### config.mk
export PLATFORM = sky130hd
export DESIGN_NAME = snoop_dispatch
export DESIGN_NICKNAME = d
export VERILOG_FILES = /design/src/rtl/snoop_dispatch.sv
export SDC_FILE = /design/constraint.sdc
export NUM_CORES = 1
export LEC_CHECK = 0
export BUFFER_PORTS_ARGS = -buffer_cell sky130_fd_sc_hd__buf_2
export CAP_MARGIN = 30
export CORE_MARGIN = 2
export CORE_UTILIZATION = 53
export DETAILED_ROUTE_END_ITERATION = 10
export GPL_TIMING_DRIVEN = 0
export PLACE_DENSITY = 0.92
export SYNTH_ARGS = -nofsm -noshare
export SYNTH_HDL_FRONTEND = slang
export SYNTH_SLANG_ARGS = --single-unit
### constraint.sdc
create_clock -name clk -period 4.5 [get_ports clk]
set_input_delay 0.9 -clock clk [delete_from_list [all_inputs] [get_ports clk]]
set_output_delay 0.9 -clock clk [all_outputs]
set_load 0.05 [all_outputs]
### src/rtl/snoop_dispatch.sv
`timescale 1ns/1ps
module snoop_dispatch #(
  parameter int N_AGENTS = 4,
  localparam int SW = $clog2(N_AGENTS)
) (
  input  logic                clk,
  input  logic                rst_n,
  input  logic                cfg_we,
  input  logic [1:0]          cfg_mode,
  input  logic                req_valid,
  input  logic [SW-1:0]       req_src,
  output logic                req_ready,
  output logic                dir_lookup,
  input  logic                dir_hit,
  input  logic [N_AGENTS-1:0] dir_vec,
  output logic [N_AGENTS-1:0] snoop_tgt,
  input  logic [N_AGENTS-1:0] snp_rsp,
  output logic                memdir_rd,
  input  logic                memdir_done,
  output logic                done
);
  typedef enum logic [1:0] {S_IDLE, S_FWD, S_LOOK, S_WAIT} st_t;

  localparam logic [N_AGENTS-1:0] ALL = '1;
  localparam logic [N_AGENTS-1:0] RMT = {1'b1, {(N_AGENTS-1){1'b0}}};

  st_t st, nxt;
  logic [1:0] mode_r, cmode;
  logic [SW-1:0] src_r;
  logic [N_AGENTS-1:0] pend, issue_tgt, src_oh, filt;
  logic mpend, issue_mem;

  assign req_ready  = (st == S_IDLE);
  assign dir_lookup = (st == S_LOOK);
  assign src_oh     = N_AGENTS'(1) << src_r;
  assign filt       = dir_hit ? dir_vec : ALL;

  always_comb begin
    nxt = st;
    issue_tgt = '0;
    issue_mem = 1'b0;
    case (st)
      S_IDLE: if (req_valid) begin
        if (mode_r == 2'd0) begin
          nxt = S_WAIT;
          issue_tgt = ALL & ~(N_AGENTS'(1) << req_src);
        end else begin
          nxt = S_FWD;
        end
      end
      S_FWD: begin
        if (cmode == 2'd1) begin
          issue_tgt = ALL & ~src_oh;
          issue_mem = 1'b1;
          nxt = S_WAIT;
        end else if (cmode == 2'd3) begin
          issue_tgt = RMT & ~src_oh;
          issue_mem = 1'b1;
          nxt = S_LOOK;
        end else begin
          nxt = S_LOOK;
        end
      end
      S_LOOK: begin
        issue_tgt = filt & ~src_oh & ((cmode == 2'd3) ? ~RMT : ALL);
        issue_mem = (cmode == 2'd2);
        nxt = S_WAIT;
      end
      default: if (pend == '0 && !mpend) nxt = S_IDLE;
    endcase
  end

  always_ff @(posedge clk) begin
    if (!rst_n) begin
      st <= S_IDLE;
      mode_r <= 2'd3;
      cmode <= 2'd0;
      src_r <= '0;
      pend <= '0;
      mpend <= 1'b0;
      snoop_tgt <= '0;
      memdir_rd <= 1'b0;
      done <= 1'b0;
    end else begin
      if (cfg_we) mode_r <= cfg_mode;
      if (st == S_IDLE && req_valid) begin
        cmode <= mode_r;
        src_r <= req_src;
      end
      st <= nxt;
      snoop_tgt <= issue_tgt;
      memdir_rd <= issue_mem;
      pend <= (pend & ~snp_rsp) | issue_tgt;
      mpend <= (mpend & ~memdir_done) | issue_mem;
      done <= (st == S_WAIT) && (pend == '0) && !mpend;
    end
  end


  no_self_snoop_chk: assert property (@(posedge clk) disable iff (!rst_n)
    (snoop_tgt & src_oh) == '0);

  no_reissue_chk: assert property (@(posedge clk) disable iff (!rst_n)
    (issue_tgt & pend) == '0);

  done_clean_chk: assert property (@(posedge clk) disable iff (!rst_n)
    done |-> (pend == '0 && !mpend && req_ready));

  done_pulse_chk: assert property (@(posedge clk) disable iff (!rst_n)
    done |=> !done);

  bcast_nomem_chk: assert property (@(posedge clk) disable iff (!rst_n)
    memdir_rd |-> (cmode != 2'd0));

  lookup_mode_chk: assert property (@(posedge clk) disable iff (!rst_n)
    dir_lookup |-> cmode[1]);
endmodule

==> results.md <==
* Register clock-pin slew on the reported worst setup and hold paths at ~110 ps
* Data arrival time of the critical path at 1410 ps
* Sequential element share of the synthesized area at between 40% and 50%
* Crit path kind: reg2out
* Number of antenna violations at the first check in global routing at 0
* Worst-case headroom to the max-slew limit at just over 70%
* Tcrit/Tclk final at around half
* Final Skew at between 3 and 4 ps
* Most repeated cell in the gate-level netlist after synthesis: sky130_fd_sc_hd__dfxtp_1
* Top cell types by occurrence after synthesis: sky130_fd_sc_hd__dfxtp_1, sky130_fd_sc_hd__nand2_1, sky130_fd_sc_hd__inv_1
* Critical Path Source Type: register
* Number of buffers inserted by hold repair at cts at 0
* Worst hold-check path type: reg2reg
* Share of post-route cells with drive strength above 1 at around 23%
* Share of the synthesized area in the top cell type at 41.5%
* Data required, critical path at 3600 ps
* Multiplexer share of the synthesized area at about 4.4%
* Distinct cell type count of the synthesized netlist at 24
* Root cell of the clock tree: sky130_fd_sc_hd__clkbuf_4
* Via count of the first global-routing pass at ~750
* Pins over their slew limit at 0
* Minimum period implied by the final worst setup slack at 2310 ps
* GR Overflow Total at 0
* Global routing usage summed across all routing layers at around 22%
* Routed WL per cell at approximately 14 um
* Final Net Count at between 150 and 200
* Initial core utilization at between 50% and 60%
* Port bufs at 24
* ANT cells at 0
* First-pass GRT wire length at between 3 and 4 mm
* Slew @ Worst Pin at around 400 ps
* Area of the core at 1670 um2
* Largest family of logic cells by synthesized area: compound AO/OA/AOI/OAI gates
* Total of flip-flops plus latches after synthesis at 19
* Height of the chip at between 40 and 50 um
* Number of synthesis warnings at 0
* Nature of the critical path endpoint: output pin
* Syn Std Cell Area at ~920 um2
* RSZ-0062 raised after global routing: false
* Cell type with the highest aggregate area in the netlist: sky130_fd_sc_hd__dfxtp_1
* Flip-flop cell with the highest count after synthesis: sky130_fd_sc_hd__dfxtp_1
* Synthesized instance count at 106
* Post-CTS resize count at 0
* Leakage power figure at just over 0.5 nW
* Last weighted congestion value of the routability-driven placer at 0.871
* Post-layout utilization of the core at approximately two thirds
* Largest net degree at the start of global routing at 11
* Adder-cell area share of the yosys netlist at around 7%
* F_max at between 400 and 500 MHz
* Setup violators final at 0
* Die X-Extent at 45.6 um
* Largest voltage drop on the vdd net at 0.458 mV
* Detail-routed via count per cell at 5.77
* Number of rows created at floorplan at 15
* Depth of the CTS H-tree at 1
* Area growth syn-to-layout at 18.3%
* Complex-gate fraction of the synthesized area at approximately 22%
* Max-cap check violation count at 0
* Largest cells by area after synthesis: sky130_fd_sc_hd__dfxtp_1, sky130_fd_sc_hd__ha_1, sky130_fd_sc_hd__nand2_1
* Total Neg Setup Slack at 0 ps
* TritonCTS clock tree: built
* Synthesized area divided by synthesized cell count at approximately 8.7 um2
* Sink Count at 19
* Remaining antenna violation count after routing at 0
* Post-DP HPWL at approximately 1.6 mm
* First DRT Iteration DRCs at 27
* Synth Net Count at 129
* Total CTS buffers at 3
* Post-CTS setup-driven buffer insertion count at 0
* Hold Fails Final Rpt at 0
* Ratio of total power to cell area at around 530 nW/um2
* Number of enable flip-flop cells after synthesis at 0
* DIE AREA at approximately 2100 um2
* Count of boundary I/O pins at 26
* Detailed-route DRC error count at 0
* Buffer depth of the longest clock path at 2
* Crit-path max FO at 8
* Synthesized-area fraction occupied by and/or/nand/nor cells at about a fifth
* Fraction of synthesized cell area in xor and xnor cells at 0%
* Worst-skew pair later-pin latency at approximately 300 ps
* Final Routed Wirelength at just over 2 mm
* Async set or reset register ratio after synthesis at 0%
* Number of detailed-route iterations in the first pass at 5
* Total number of vias at approximately 870
* Outcome: finished clean
[power by group]
part           leakage, nW  internal (mW)  total, mW  switching [mW]
sequential           0.155          0.199      0.225          0.0259
combinational        0.336         0.0925      0.263           0.171
clock               0.0150         0.0346     0.0885          0.0539
[placed cells by master, fill, tap and decap left out]
cell type                  instances
sky130_fd_sc_hd__clkbuf_1          2
sky130_fd_sc_hd__clkbuf_4          3
sky130_fd_sc_hd__nor4_1            1
sky130_fd_sc_hd__buf_2            27
sky130_fd_sc_hd__inv_1             9
sky130_fd_sc_hd__nand3_1           4
sky130_fd_sc_hd__and4b_1           1
sky130_fd_sc_hd__o21a_1            3
sky130_fd_sc_hd__nand2b_1          2
sky130_fd_sc_hd__nand2_1          14
sky130_fd_sc_hd__nor2_1            3
sky130_fd_sc_hd__dfxtp_1          19
sky130_fd_sc_hd__o21ai_1           7
sky130_fd_sc_hd__mux2i_1           4
sky130_fd_sc_hd__and4bb_2          1
sky130_fd_sc_hd__nor3b_1           1
sky130_fd_sc_hd__nor2b_1           1
sky130_fd_sc_hd__o21ai_0           4
sky130_fd_sc_hd__a21boi_1          4
sky130_fd_sc_hd__a22o_1            4
sky130_fd_sc_hd__nand3b_1          5
sky130_fd_sc_hd__a21oi_1           7
sky130_fd_sc_hd__ha_1              5
sky130_fd_sc_hd__a32o_1            1
sky130_fd_sc_hd__a31o_1            2
[cell families after synthesis]
logic type / Yosys count
compound gates: 32
fa+ha+maj: 5
buf+inv: 13
flops: 19
mux: 4
simple gates: 33
[sequential cells by signal, summed over array words and instances (netlist names)]
register and flops:
src_r 2, mpend 1, mode_r 2, cmode 2
snoop_tgt 4, memdir_rd 1, pend 4, st 2
done 1
[stage by stage]
step / instances / worst slack (ps) / instance area (um2) / total power [mW] / hold WS, ps
global route: 151 / 2110 / 1080 / 0.617 / 516
CTS: 151 / 2190 / 1080 / 0.577 / 494
finish: 151 / 2190 / 1080 / 0.577 / 498
global placement: 147 / 2580 / 1060 / 0.475 / 470
detailed placement: 147 / 2540 / 1060 / 0.489 / 479
floorplan: 106 / 2650 / 917 / 0.430 / 450
[area by class of cell]
type / instances / area, um2
multi-input cells: 74 / 484
fillers: 144 / 586
repair buffers: 24 / 120
inverters: 9 / 33.8
well taps: 17 / 21.3
flip-flops and latches: 19 / 380
clock buffers: 4 / 26.3
plain buffers: 4 / 18.8
[final timing paths]
kind / from / to / slack, ps / cells past startpoint
setup / recovery: st[0] / dir_lookup / 2190 / 3
hold / removal: cmode[1] / cmode[1] / 500 / 2
setup reg to reg: st[0] / st[1] / 2790 / 7
hold reg to reg: cmode[1] / cmode[1] / 500 / 2
[worst max-delay path: stages (launching register included)]
cell and delay, ps:
sky130_fd_sc_hd__dfxtp_1 370, sky130_fd_sc_hd__inv_1 110, sky130_fd_sc_hd__ha_1 310, sky130_fd_sc_hd__buf_2 320
[metal layers]
metal | GRT usage, % | up-vias | wire (um)
li1 | - | 425 | -
met1 | 27.3 | 390 | 877
met2 | 35.8 | 44 | 944
met3 | 5.16 | 13 | 178
met4 | 12.9 | 0 | 70
met5 | 0 | - | 0
No activity file was read; power rests on OpenSTA's default activity.
